**src/rtl/ioPortDecoderPkg.sv**
```systemverilog
package ioPortDecoderPkg;
  localparam int ADDR_W = 16;
  localparam int DATA_W = 8;
  localparam int MODE_W = 3;

  localparam logic [MODE_W-1:0] MODE_BASE    = 3'd0;
  localparam logic [MODE_W-1:0] MODE_FM      = 3'd1;
  localparam logic [MODE_W-1:0] MODE_HAND    = 3'd2;
  localparam logic [MODE_W-1:0] MODE_HANDCMP = 3'd3;
  localparam logic [MODE_W-1:0] MODE_WIDECMP = 3'd4;

  typedef enum logic [2:0] {
    SRC_OPEN, SRC_VCOUNT, SRC_VDATA, SRC_PAD, SRC_FMDET, SRC_SERIAL
  } rdSrcE;

  typedef struct packed {
    logic  wrMemCtrl;
    logic  wrIo;
    logic  wrSound;
    logic  wrVideo;
    logic  wrFm;
    logic  fmAddr;
    logic  wrFmDet;
    logic  wrSerial;
    logic  rdEn;
    rdSrcE rdSrc;
  } ctrlStrobesT;
endpackage

```
**src/rtl/ioDecodeCtrl.sv**
```systemverilog
module ioDecodeCtrl
  import ioPortDecoderPkg::*;
#(
  parameter int FM_GATE_BIT = 2,
  parameter int SERIAL_LAST = 6
) (
  input  logic              clk,
  input  logic              rstN,
  input  logic [MODE_W-1:0] mode,
  input  logic [7:0]        lowAddr,
  input  logic              wrStrobe,
  input  logic              rdStrobe,
  input  logic [DATA_W-1:0] memCtrl,
  output ctrlStrobesT       strobes
);
  logic isFm, isHand, padRestrict, inSerial;

  assign isFm        = (mode == MODE_FM);
  assign isHand      = (mode == MODE_HAND);
  assign padRestrict = (mode == MODE_HAND) || (mode == MODE_HANDCMP) || (mode == MODE_WIDECMP);
  assign inSerial    = isHand && (lowAddr <= 8'(SERIAL_LAST));

  always_comb begin
    strobes = '0;
    strobes.rdSrc = SRC_OPEN;
    strobes.rdEn  = rdStrobe;
    // write decode
    if (wrStrobe) begin
      if (inSerial) begin
        strobes.wrSerial = 1'b1;
      end else if (isFm && (lowAddr == 8'hF0 || lowAddr == 8'hF1)) begin
        strobes.wrFm   = 1'b1;
        strobes.fmAddr = lowAddr[0];
      end else if (isFm && lowAddr == 8'hF2) begin
        strobes.wrFmDet = 1'b1;
      end else begin
        unique case ({lowAddr[7:6], lowAddr[0]})
          3'b000:         strobes.wrMemCtrl = (mode != MODE_WIDECMP);
          3'b001:         strobes.wrIo      = 1'b1;
          3'b010, 3'b011: strobes.wrSound   = 1'b1;
          3'b100, 3'b101: strobes.wrVideo   = 1'b1;
          default: ;
        endcase
      end
    end
    // read decode
    if (inSerial) begin
      strobes.rdSrc = SRC_SERIAL;
    end else if (isFm && lowAddr == 8'hF2 && !memCtrl[FM_GATE_BIT]) begin
      strobes.rdSrc = SRC_FMDET;
    end else begin
      unique case (lowAddr[7:6])
        2'b00: strobes.rdSrc = SRC_OPEN;
        2'b01: strobes.rdSrc = SRC_VCOUNT;
        2'b10: strobes.rdSrc = SRC_VDATA;
        default: begin
          if (!padRestrict || lowAddr == 8'hC0 || lowAddr == 8'hC1 ||
              lowAddr == 8'hDC || lowAddr == 8'hDD)
            strobes.rdSrc = SRC_PAD;
          else
            strobes.rdSrc = SRC_OPEN;
        end
      endcase
    end
  end

  a_r10_one_select: assert property (@(posedge clk) disable iff (!rstN)
    $countones({strobes.wrMemCtrl, strobes.wrIo, strobes.wrSound, strobes.wrVideo,
                strobes.wrFm, strobes.wrFmDet, strobes.wrSerial}) <= 1);
  a_r10_no_strobe_no_select: assert property (@(posedge clk) disable iff (!rstN)
    !wrStrobe |-> !(strobes.wrMemCtrl || strobes.wrIo || strobes.wrSound || strobes.wrVideo ||
                    strobes.wrFm || strobes.wrFmDet || strobes.wrSerial));
  a_r6_serial_only_handheld: assert property (@(posedge clk) disable iff (!rstN)
    strobes.wrSerial |-> (mode == MODE_HAND));
endmodule

```
**src/rtl/ioDecodeDatapath.sv**
```systemverilog
module ioDecodeDatapath
  import ioPortDecoderPkg::*;
(
  input  logic              clk,
  input  logic              rstN,
  input  logic [MODE_W-1:0] mode,
  input  ctrlStrobesT       strobes,
  input  logic              wrStrobe,
  input  logic [DATA_W-1:0] wrData,
  input  logic [DATA_W-1:0] lastOpcode,
  input  logic              maskLoad,
  input  logic [DATA_W-1:0] maskUpIn,
  input  logic [DATA_W-1:0] maskDownIn,
  input  logic [DATA_W-1:0] vidCountIn,
  input  logic [DATA_W-1:0] vidDataIn,
  input  logic [DATA_W-1:0] padIn,
  input  logic [DATA_W-1:0] fmDetectIn,
  input  logic [DATA_W-1:0] serialIn,
  output logic [DATA_W-1:0] memCtrl,
  output logic [DATA_W-1:0] rdData
);
  logic [DATA_W-1:0] pullUp, pullDown, openBus;

  always_ff @(posedge clk or negedge rstN) begin
    if (!rstN) begin
      memCtrl  <= '0;
      pullUp   <= '0;
      pullDown <= '0;
    end else begin
      if (strobes.wrMemCtrl) memCtrl <= wrData;
      if (maskLoad) begin
        pullUp   <= maskUpIn;
        pullDown <= maskDownIn;
      end
    end
  end

  assign openBus = (lastOpcode | pullUp) & ~pullDown;

  always_comb begin
    rdData = '0;
    if (strobes.rdEn) begin
      unique case (strobes.rdSrc)
        SRC_VCOUNT: rdData = vidCountIn;
        SRC_VDATA:  rdData = vidDataIn;
        SRC_PAD:    rdData = padIn;
        SRC_FMDET:  rdData = fmDetectIn;
        SRC_SERIAL: rdData = serialIn;
        default:    rdData = openBus;
      endcase
    end
  end

  a_r8_wide_keeps_memctrl: assert property (@(posedge clk) disable iff (!rstN)
    (wrStrobe && mode == MODE_WIDECMP) |=> $stable(memCtrl));
  a_r10_memctrl_holds: assert property (@(posedge clk) disable iff (!rstN)
    !strobes.wrMemCtrl |=> $stable(memCtrl));
  a_r11_idle_read_zero: assert property (@(posedge clk) disable iff (!rstN)
    !strobes.rdEn |-> (rdData == '0));
  a_r9_pull_down_wins: assert property (@(posedge clk) disable iff (!rstN)
    (strobes.rdEn && strobes.rdSrc == SRC_OPEN) |-> ((rdData & pullDown) == '0));
endmodule

```
**src/rtl/ioPortDecoder.sv**
```systemverilog
module ioPortDecoder
  import ioPortDecoderPkg::*;
(
  input  logic              clk,
  input  logic              rstN,
  input  logic [MODE_W-1:0] mode,
  input  logic [ADDR_W-1:0] portAddr,
  input  logic              wrStrobe,
  input  logic              rdStrobe,
  input  logic [DATA_W-1:0] wrData,
  input  logic [DATA_W-1:0] lastOpcode,
  input  logic              maskLoad,
  input  logic [DATA_W-1:0] maskUpIn,
  input  logic [DATA_W-1:0] maskDownIn,
  input  logic [DATA_W-1:0] vidCountIn,
  input  logic [DATA_W-1:0] vidDataIn,
  input  logic [DATA_W-1:0] padIn,
  input  logic [DATA_W-1:0] fmDetectIn,
  input  logic [DATA_W-1:0] serialIn,
  output logic              selMemCtrl,
  output logic              selIoCtrl,
  output logic              selSound,
  output logic              selVideo,
  output logic              selFmUnit,
  output logic              fmAddr,
  output logic              selFmDetect,
  output logic              selSerial,
  output logic [DATA_W-1:0] memCtrl,
  output logic [DATA_W-1:0] rdData
);
  ctrlStrobesT strobes;
  logic unusedUpper;
  assign unusedUpper = ^portAddr[ADDR_W-1:8];

  ioDecodeCtrl ctrl_i (
    .clk(clk), .rstN(rstN), .mode(mode), .lowAddr(portAddr[7:0]),
    .wrStrobe(wrStrobe), .rdStrobe(rdStrobe), .memCtrl(memCtrl), .strobes(strobes)
  );

  ioDecodeDatapath dp_i (
    .clk(clk), .rstN(rstN), .mode(mode), .strobes(strobes), .wrStrobe(wrStrobe),
    .wrData(wrData), .lastOpcode(lastOpcode), .maskLoad(maskLoad),
    .maskUpIn(maskUpIn), .maskDownIn(maskDownIn), .vidCountIn(vidCountIn),
    .vidDataIn(vidDataIn), .padIn(padIn), .fmDetectIn(fmDetectIn),
    .serialIn(serialIn), .memCtrl(memCtrl), .rdData(rdData)
  );

  assign selMemCtrl  = strobes.wrMemCtrl;
  assign selIoCtrl   = strobes.wrIo;
  assign selSound    = strobes.wrSound;
  assign selVideo    = strobes.wrVideo;
  assign selFmUnit   = strobes.wrFm;
  assign fmAddr      = strobes.fmAddr;
  assign selFmDetect = strobes.wrFmDet;
  assign selSerial   = strobes.wrSerial;
endmodule

```
**config.mk**
```make
export PLATFORM = sky130hd
export DESIGN_NAME = ioPortDecoder
export DESIGN_NICKNAME = d
export VERILOG_FILES = /design/src/rtl/ioPortDecoderPkg.sv /design/src/rtl/ioDecodeCtrl.sv /design/src/rtl/ioDecodeDatapath.sv /design/src/rtl/ioPortDecoder.sv
export SDC_FILE = /design/constraint.sdc
export NUM_CORES = 1
export LEC_CHECK = 0
export CAP_MARGIN = 20
export CELL_PAD_IN_SITES_DETAIL_PLACEMENT = 0
export CELL_PAD_IN_SITES_GLOBAL_PLACEMENT = 2
export CORE_MARGIN = 2
export CORE_UTILIZATION = 18
export DETAILED_ROUTE_END_ITERATION = 8
export PLACE_DENSITY_LB_ADDON = 0.1
export SLEW_MARGIN = 10
export SYNTH_ARGS = -nofsm -noshare
export SYNTH_HDL_FRONTEND = slang
export SYNTH_SLANG_ARGS = --single-unit
```
**constraint.sdc**
```tcl
create_clock -name clk -period 1.93 [get_ports clk]
set_input_delay 0.193 -clock clk [delete_from_list [all_inputs] [get_ports clk]]
set_output_delay 0.193 -clock clk [all_outputs]
set_load 0.005 [all_outputs]
```
==> run metrics, run 1 <==
outcome complete, but fails checks; violated checks negative setup slack; Final Util 37.0%; multi-input logic area 0.00103 mm²; max capacitance violation total 0; Mapped Area 0.00161 mm²; Die Area 0.00972 mm²; Root Buffer Master clkbuf_8; Die X 98.6 µm; Async SR Flop Fraction 100%; clock skew 0 ns; largest vdd supply drop 340 µV; clk sinks 24; reg2reg start dp_i.memCtrl[2]; PortBufs 111; Final Hold Vio Count 0; Place WS -0.873 ns; post-route setup slack -0.325 ns; synthesized area per cell 10.5 µm²; post-route clock period utilization 117%; EDFF count, synth 0; Ports 120; Top delay family on crit path simple AND/OR/NAND/NOR gates; WP data required 1.74 ns; core box area 0.00868 mm²; Overflow after GRT 0; routed vias/inst 4.30; CP cell instances or4b_4 -> nor4_4 -> buf_4 -> or2_4 -> o31ai_1 -> a41oi_2 -> buf_2; #FFs+latches synth 24; R2R depth 2; Net Count, Synth 250; H-tree levels 1; Final Setup Violations 9; Crit. End Element primary output; Leak Pwr 0.00132 µW; Bufs and invs on worst path 2; post-synth cell types 43; Tightest Pin Transition 0.460 ns; Reg clk slew, reported paths 0.08 ns; PD cells 468 mW/mm²; CTS tree done; routability cong. 0.767; critical path's slowest cell or4b_4; initial core utilization 18.6%; Remaining DRCs 0; Ys Warns 0; critical path startpoint category register; Reg area 601 µm²; Final nets 396; dpl cell area 0.00306 mm²; min Tclk post-route 2.26 ns; unrepaired setup endpoints after global routing true; Via Count 1752; Main synth FF type dfrtp_1; Max Root-Sink Buffers 2; DIE HEIGHT 98.6 µm; setup_tns -2.50 ns; WL final 5880 µm; Fmax 443 MHz; fraction of layout cells with a size suffix above 1 32.4%; first-pass GRT wire length 9400 µm; Syn Inst Count 154; initial antenna violation count 0; gr usage total 11.9%; reg2reg end dp_i.memCtrl[2]; CP max stage delay 0.50 ns; Slew HR 69.2%; DR WL/cell 14.5 µm; Clk Latency, worst-skew pair 0.26 ns; Layout area overhead 99.3%; diode count 0; final instance area 0.00321 mm²; vias in the first global route 1767; Seq/Total Area, Yosys 37.3%; post-DP HPWL 4930 µm; worst min-delay path class in2async; row count 34; 1st-pass router iterations 5; Filler Cells Inserted 922; worst-path fanout max 8; DR iter-0 viols 36; Arr. time, crit path 2.06 ns; register-to-register setup slack 1.04 ns; pin count of the biggest net entering global routing 25; Crit Path Class reg2out; post-route ant nets 0; Max Slew Vio Count 0; CTS Buf Count 3
## layer usage
metal | routed length, µm | part of all wire [%] | track usage, % | vias up
li1 | - | - | - | 882
met3 | 470 | 8.0 | 2.84 | 2
met4 | 24 | 0.41 | 2.21 | 0
met2 | 2410 | 41 | 17.4 | 75
met1 | 2980 | 51 | 18.0 | 793
met5 | 0 | 0 | 0 | -
## stage by stage
step / hold slack (ns) / std cells / total power [µW]
final: 0.282 / 407 / 1500
after global routing: 0.322 / 407 / 1600
after CTS: 0.284 / 405 / 1530
after floorplan: -0.103 / 154 / 789
after detailed placement: 0.477 / 395 / 1190
after global placement: 0.469 / 395 / 1190
## worst max-delay path by stage
stage	end	startpoint	cells after the start	slack, ns
final	rdData[0]	dp_i.memCtrl[2]	7	-0.33
after detailed placement	rdData[0]	portAddr[3]	7	-0.87
after global placement	rdData[5]	portAddr[3]	7	-0.86
after floorplan	rdData[0]	dp_i.memCtrl[2]	6	0.21
after CTS	rdData[0]	dp_i.memCtrl[2]	7	-0.44
after global routing	rdData[0]	dp_i.memCtrl[2]	7	-0.43
## power breakdown
group          leakage (µW)  total [µW]  switching, µW  internal [µW]
clock             0.0000288         339            157            182
sequential         0.000283         610           34.7            575
combinational       0.00100         554            188            366
## kinds of logic after synthesis
group / count (synthesis) / synth area share, %
mux: 24 / 16.8
flops: 24 / 37.3
simple gates: 60 / 22.1
compound gates: 34 / 20.3
buf+inv: 12 / 3.57
## sequential cells by signal, summed over array words and instances, names as in the netlist
| signal | count |
|---|---|
| dp_i.pullUp | 8 |
| dp_i.pullDown | 8 |
| dp_i.memCtrl | 8 |
## cells in the final DEF (no fill, tap or decap), types with 2 or more instances in the layout
cell type,synthesis,final
o31ai_1,8,7
dfrtp_1,24,24
mux2_2,11,11
buf_12,0,2
clkdlybuf4s50_1,0,86
nand3_1,7,6
a31oi_1,2,2
o211ai_1,2,2
mux2_1,13,13
dlygate4sd2_1,0,9
clkbuf_2,1,4
nor4_4,1,3
inv_1,3,3
and2_1,5,5
nand2_1,10,10
or4b_4,1,2
buf_4,1,30
nor2_2,1,2
buf_2,0,11
buf_6,1,7
a21oi_1,2,2
clkbuf_8,0,4
a41oi_2,6,6
nor2b_1,2,2
nor2_1,19,17
a222oi_1,6,6
## layout make-up
type	count	area share [%]
flip-flops and latches	24	18.7
clock buffers	4	1.72
well taps	108	4.21
repair buffers	150	42.8
inverters	3	0.351
multi-input cells	118	32.2
## cells in the mapped netlist, drive strengths merged, types with 2 or more instances
cell type  number  area [µm²]
mux2           24         270
nand3           7        35.0
or4b            2        23.8
nand2          10        37.5
inv             3        11.3
a31oi           3        25.0
a222oi          6        60.1
and2            5        31.3
a21oi           3        18.8
o31ai           8        60.1
buf             3        22.5
a41oi           6        97.6
dfrtp          24         601
nor4            3        40.0
clkbuf          6        23.8
and3            2        13.8
nor2           20        77.6
o211ai          2        15.0
nor3b           2        15.0
a22oi           2        15.0
nor2b           2        12.5
## timing repair
| action | 4_1_cts | 5_1_grt |
|---|---|---|
| resized for setup | 78 | 15 |
| hold buffers | 0 | 0 |
| endpoints found under the setup margin | 24 | 11 |
| setup buffers | 8 | 2 |
| pin swaps | 14 | 6 |
Note: power is estimated with default switching activity, not from simulation.
==> run 2, diff against run 1 <==
SETUP_SLACK_MARGIN = 0.1   (was default)
==> run metrics, run 2 (synthesized netlist as in run 1, its figures left out) <==
Final Util 37.9% (+0.89 points); Remaining DRCs 0 (unchanged); core box area 0.00868 mm² (unchanged); initial antenna violation count 0 (unchanged); Crit. End Element primary output; register-to-register setup slack 1.04 ns (about the same); Clk Latency, worst-skew pair 0.26 ns (about the same); post-route ant nets 0 (unchanged); PD cells 464 mW/mm² (-0.91%); min Tclk post-route 2.29 ns (+0.0345 ns); CTS Buf Count 3 (unchanged); CTS tree done; post-route setup slack -0.360 ns (-0.0345 ns); DIE HEIGHT 98.6 µm (unchanged); biggest regs dp_i.memCtrl: 8 flops, dp_i.pullDown: 8 flops, dp_i.pullUp: 8 flops; critical path launch point dp_i.memCtrl[2]; Root Buffer Master clkbuf_8; Via Count 1793 (+2.3%); post-DP HPWL 4930 µm (unchanged); largest vdd supply drop 340 µV (about the same); PortBufs 111 (unchanged); unrepaired setup endpoints after global routing true; Fmax 437 MHz (-1.5%); Arr. time, crit path 2.10 ns (+0.04 ns); Final Setup Violations 8 (-1); most common cell after layout, fill and taps aside clkdlybuf4s50_1; Worst Hold Slack 0.282 ns (unchanged); crit path capture rdData[5]; clock skew 0 ns (unchanged); multi-input logic area 0.00106 mm² (+2.9%); Crit Path Class reg2out; routability cong. 0.767 (unchanged); reg2reg end dp_i.memCtrl[2]; part of the power in registers 40.0% (-0.6 points); Placed Cells 395 (unchanged); Tightest Pin Transition 0.505 ns (+0.0447 ns); Reg area 601 µm² (unchanged); WP data required 1.74 ns (about the same); H-tree levels 1 (unchanged); Die Area 0.00972 mm² (unchanged); Int Power 1140 µW (+1.1%); Die X 98.6 µm (unchanged); CTS Hold Bufs 0 (unchanged); post-route clock period utilization 119% (+1.8 points); worst min-delay path class in2async; vias in the first global route 1793 (+1.5%); post-route non-filler standard cell count 411 (+0.98%); final instance area 0.00329 mm² (+2.4%); dpl cell area 0.00306 mm² (unchanged); diode count 0 (unchanged); Net Sw Frac 25.5% (+0.25 points); Final Hold Vio Count 0 (unchanged); outcome complete, but fails checks; Leak Pwr 0.00138 µW (+4.7%); R2R depth 2 (unchanged); DR iter-0 viols 27 (-25%); first-pass GRT wire length 9550 µm (+1.5%); Reg clk slew, reported paths 0.08 ns (about the same); clk sinks 24 (unchanged); fraction of layout cells with a size suffix above 1 36.3% (+3.9 points); pin count of the biggest net entering global routing 25 (unchanged); Slew HR 66.2% (-3.0 points); Overflow after GRT 0 (unchanged); Max Slew Vio Count 0 (unchanged); WL final 6110 µm (+3.8%); max capacitance violation total 0 (unchanged); row count 34 (unchanged); critical path startpoint category register; initial core utilization 18.6% (unchanged); violated checks negative setup slack; gr usage total 12.2% (+0.25 points); Max Root-Sink Buffers 2 (unchanged); Place WS -0.873 ns (unchanged); routed vias/inst 4.36 (+1.3%); switching power 389 µW (+2.5%); Final nets 400 (+1.0%); Ports 120 (unchanged); Filler Cells Inserted 911 (-1.2%); DR WL/cell 14.9 µm (+2.8%); Comb power frac 37.8% (+1.0 points); most frequent cells in the layout clkdlybuf4s50_1, buf_4, dfrtp_1; worst-path fanout max 6 (-2); Clk pwr share 22.2% (-0.3 points); Layout area overhead 104%; reg2reg start dp_i.memCtrl[2]; 1st-pass router iterations 4 (-1)
[run 2: cell types whose count changed in the layout (fill, tap and decap cells not counted), sizes merged]
cell,before,now
buf,51,55
dlymetal6s2s,0,3
clkdlybuf4s15,0,2
dlygate4sd2,9,4
[run 2: worst max-delay path, cell delays in order (launching register included)]
cell	delay, ns
dfrtp_1	0.40
or4b_4	0.50
nor4_4	0.18
buf_6	0.16
buf_6	0.09
a211oi_2	0.02
buf_4	0.17
nand3_2	0.06
a41oi_2	0.09
buf_2	0.15
[run 2: repair_timing]
action                                  in CTS  in global routing
gates cloned                                 1                  1
gates resized for setup                     87                 20
endpoints found under the setup margin      24                 15
buffers inserted                             8                  2
pin swaps                                   23                  7
[run 2: how the worst min path moves through the flow]
stage | start | endpoint | cells after the start
6_report | rstN | dp_i.pullUp[4] | 2
5_1_grt | rstN | dp_i.pullUp[4] | 2
4_1_cts | rstN | dp_i.pullDown[2] | 2
3_5_place_dp | dp_i.pullUp[7] | dp_i.pullUp[7] | 1
3_3_place_gp | dp_i.pullUp[7] | dp_i.pullUp[7] | 1
2_1_floorplan | rstN | dp_i.memCtrl[0] | 0
[run 2: stage by stage]
| step | power [µW] | TNS, ns |
|---|---|---|
| after detailed placement | 1190 | -12.68 |
| after CTS | 1550 | -4.33 |
| after global placement | 1190 | -12.61 |
| final | 1520 | -2.73 |
| after global routing | 1620 | -3.47 |
| after floorplan | 789 | 0 |
[run 2: power groups by stage]
stage	Combinational, µW	Clock, µW	Sequential, µW
floorplan	170	0	619
global placement	571	0	620
detailed placement	569	0	620
CTS	577	356	612
global route	627	377	621
finish	576	339	610
[run 2: area by class of cell]
type                       instances  share of cell area, %
timing repair buffer             154                   43.2
multi-input combinational        118                   32.4
sequential                        24                   18.3
inverter                           3                  0.343
clock buffer                       4                   1.67
tap                              108                   4.11
[run 2: layer usage]
metal	track usage, %	vias up	routed length, µm
met3	2.98	4	489
met1	17.9	818	3040
met5	0	-	0
met2	18.1	77	2540
met4	2.53	0	40
li1	-	894	-
==> run 3, diff against run 2 <==
CTS_CLUSTER_SIZE = 28   (was default)
GPL_TIMING_DRIVEN = 0   (was default)
==> run metrics, run 3 (synthesized netlist as in run 1, its figures left out) <==
outcome complete, but fails checks; violated checks negative setup slack; Final nets 375 (-6.3%); Layout area overhead 87.4%; final instance area 0.00302 mm² (-8.2%); Filler Cells Inserted 921 (+1.1%); biggest regs dp_i.memCtrl: 8 flops, dp_i.pullDown: 8 flops, dp_i.pullUp: 8 flops; PortBufs 109 (-1.8%); clk sinks 24 (unchanged); Net Sw Frac 25.9% (+0.33 points); busiest layer in global routing met2; Final Util 34.8% (-3.1 points); Arr. time, crit path 2.06 ns (-0.04 ns); met2 Use GR 19.3% (+1.2 points); WL final 5880 µm (-3.8%); 1st-pass router iterations 4 (unchanged); switching power 383 µW (-1.6%); reg2reg start dp_i.memCtrl[2]; Overflow after GRT 0 (unchanged); Die Area 0.00972 mm² (unchanged); register-to-register setup slack 1.05 ns (about the same); Fmax 444 MHz (+1.7%); post-route setup slack -0.321 ns (+0.0388 ns); min Tclk post-route 2.25 ns (-0.0388 ns); DIE HEIGHT 98.6 µm (unchanged); Slew HR 59.9% (-6.3 points); CTS tree done; Clk Latency, worst-skew pair 0.27 ns (about the same); row count 34 (unchanged); critical path startpoint category register; routability cong. 0.744 (-3.0%); part of the power in registers 41.2% (+1.2 points); Max Slew Vio Count 0 (unchanged); R2R depth 2 (unchanged); gr usage total 12.1% (-0.021 points); worst-path fanout max 6 (unchanged); initial antenna violation count 0 (unchanged); Worst Hold Slack 0.225 ns (-0.0567 ns); CTS Hold Bufs 0 (unchanged); H-tree levels 1 (unchanged); vias in the first global route 1767 (-1.5%); CTS Buf Count 3 (unchanged); Remaining DRCs 0 (unchanged); GR Layer Usage met3 2.77% (-0.21 points); Leak Pwr 0.00119 µW (-13%); initial core utilization 18.6% (unchanged); dpl cell area 0.00285 mm² (-6.7%); post-route ant nets 0 (unchanged); Root Buffer Master clkbuf_8; max capacitance violation total 0 (unchanged); largest vdd supply drop 427 µV (+26%); Via Count 1702 (-5.1%); setup_tns -2.41 ns (+0.319 ns); most frequent cells in the layout clkdlybuf4s50_1, dfrtp_1, nor2_1; Comb power frac 35.7% (-2.1 points); routed vias/inst 4.41 (+1.1%); Final Setup Violations 8 (unchanged); WP data required 1.74 ns (about the same); DR iter-0 viols 33 (+22%); post-route clock period utilization 117% (-2.0 points); post-DP HPWL 4670 µm (-5.1%); Tightest Pin Transition 0.601 ns (+0.0962 ns); clock skew 0 ns (unchanged); reg2reg end dp_i.memCtrl[2]; unrepaired setup endpoints after global routing true; first-pass GRT wire length 9540 µm (about the same); Clk pwr share 23.1% (+0.9 points); DR WL/cell 15.2 µm (+2.4%); Die X 98.6 µm (unchanged); core box area 0.00868 mm² (unchanged); Crit. End Element primary output; Max Root-Sink Buffers 2 (unchanged); Int Power 1100 µW (-3.3%); Place WS -1.13 ns (-0.261 ns); Ports 120 (unchanged); diode count 0 (unchanged); Final Hold Vio Count 0 (unchanged); most common cell after layout, fill and taps aside clkdlybuf4s50_1; Reg clk slew, reported paths 0.08 ns (about the same); met1 usage 16.8% (-1.2 points); fraction of layout cells with a size suffix above 1 27.7% (-8.6 points); worst min-delay path class in2async; pin count of the biggest net entering global routing 17 (-32%); Crit Path Class reg2out; PD cells 491 mW/mm² (+5.8%)
==> run 3: changes by cell type in the layout (fill, tap and decap cells not counted), moves of 3 or more <==
cell	delta
buf_2	+5
dlymetal6s2s_1	-3
nand3_1	+6
buf_4	-23
buf_6	-3
nand3_2	-6
==> run 3: through the flow <==
| stage | instances | power, µW |
|---|---|---|
| after detailed placement | 372 | 1150 |
| after CTS | 384 | 1500 |
| after floorplan | 154 | 789 |
| after global routing | 386 | 1580 |
| final | 386 | 1480 |
| after global placement | 371 | 1150 |
==> run 3: repair_timing <==
action / CTS / global route
buffers inserted: 7 / 2
setup endpoints to repair: 24 / 13
gates resized for setup: 102 / 13
cloned: 1 / 0
hold endpoints to repair: 0 / 0
pin swaps: 16 / 9
==> run 3: worst max-delay path: stages (launching register included) <==
cell,delay [ns]
dfrtp_1,0.39
or4b_4,0.50
nor4_4,0.16
buf_4,0.17
buf_6,0.13
a211oi_4,0.06
nand3_1,0.12
a41oi_2,0.10
buf_2,0.15
==> run 3: power groups by stage <==
| stage | combinational (µW) | clock (µW) | sequential [µW] |
|---|---|---|---|
| 6_report | 528 | 342 | 610 |
| 5_1_grt | 577 | 385 | 622 |
| 4_1_cts | 529 | 364 | 612 |
| 3_5_place_dp | 528 | 0 | 622 |
| 3_3_place_gp | 526 | 0 | 620 |
| 2_1_floorplan | 170 | 0 | 619 |
==> run 3: metal layers <==
| metal | share of wire [%] | up-vias |
|---|---|---|
| met5 | 0 | - |
| met1 | 48 | 782 |
| met2 | 44 | 79 |
| met4 | 0.82 | 0 |
| met3 | 8.1 | 4 |
| li1 | - | 837 |
==> run 3: final cells by class <==
class                           instances  area (µm²)  area share, %
Tap cell                              108         135           4.48
Inverter                                3        11.3          0.373
Buffer                                  9        75.1           2.49
Sequential cell                        24         601           19.9
Multi-Input combinational cell        118        1040           34.6
Timing Repair Buffer                  120        1100           36.4
Clock buffer                            4        55.1           1.82
==> run 3: worst max-delay path by stage <==
| stage | from | end | slack [ns] | cells after the start |
|---|---|---|---|---|
| 6_report | dp_i.memCtrl[2] | rdData[2] | -0.32 | 8 |
| 5_1_grt | dp_i.memCtrl[2] | rdData[4] | -0.47 | 8 |
| 4_1_cts | dp_i.memCtrl[2] | rdData[3] | -0.47 | 8 |
| 3_5_place_dp | portAddr[6] | rdData[7] | -1.13 | 7 |
| 3_3_place_gp | portAddr[6] | rdData[0] | -1.17 | 7 |
| 2_1_floorplan | dp_i.memCtrl[2] | rdData[0] | 0.21 | 6 |
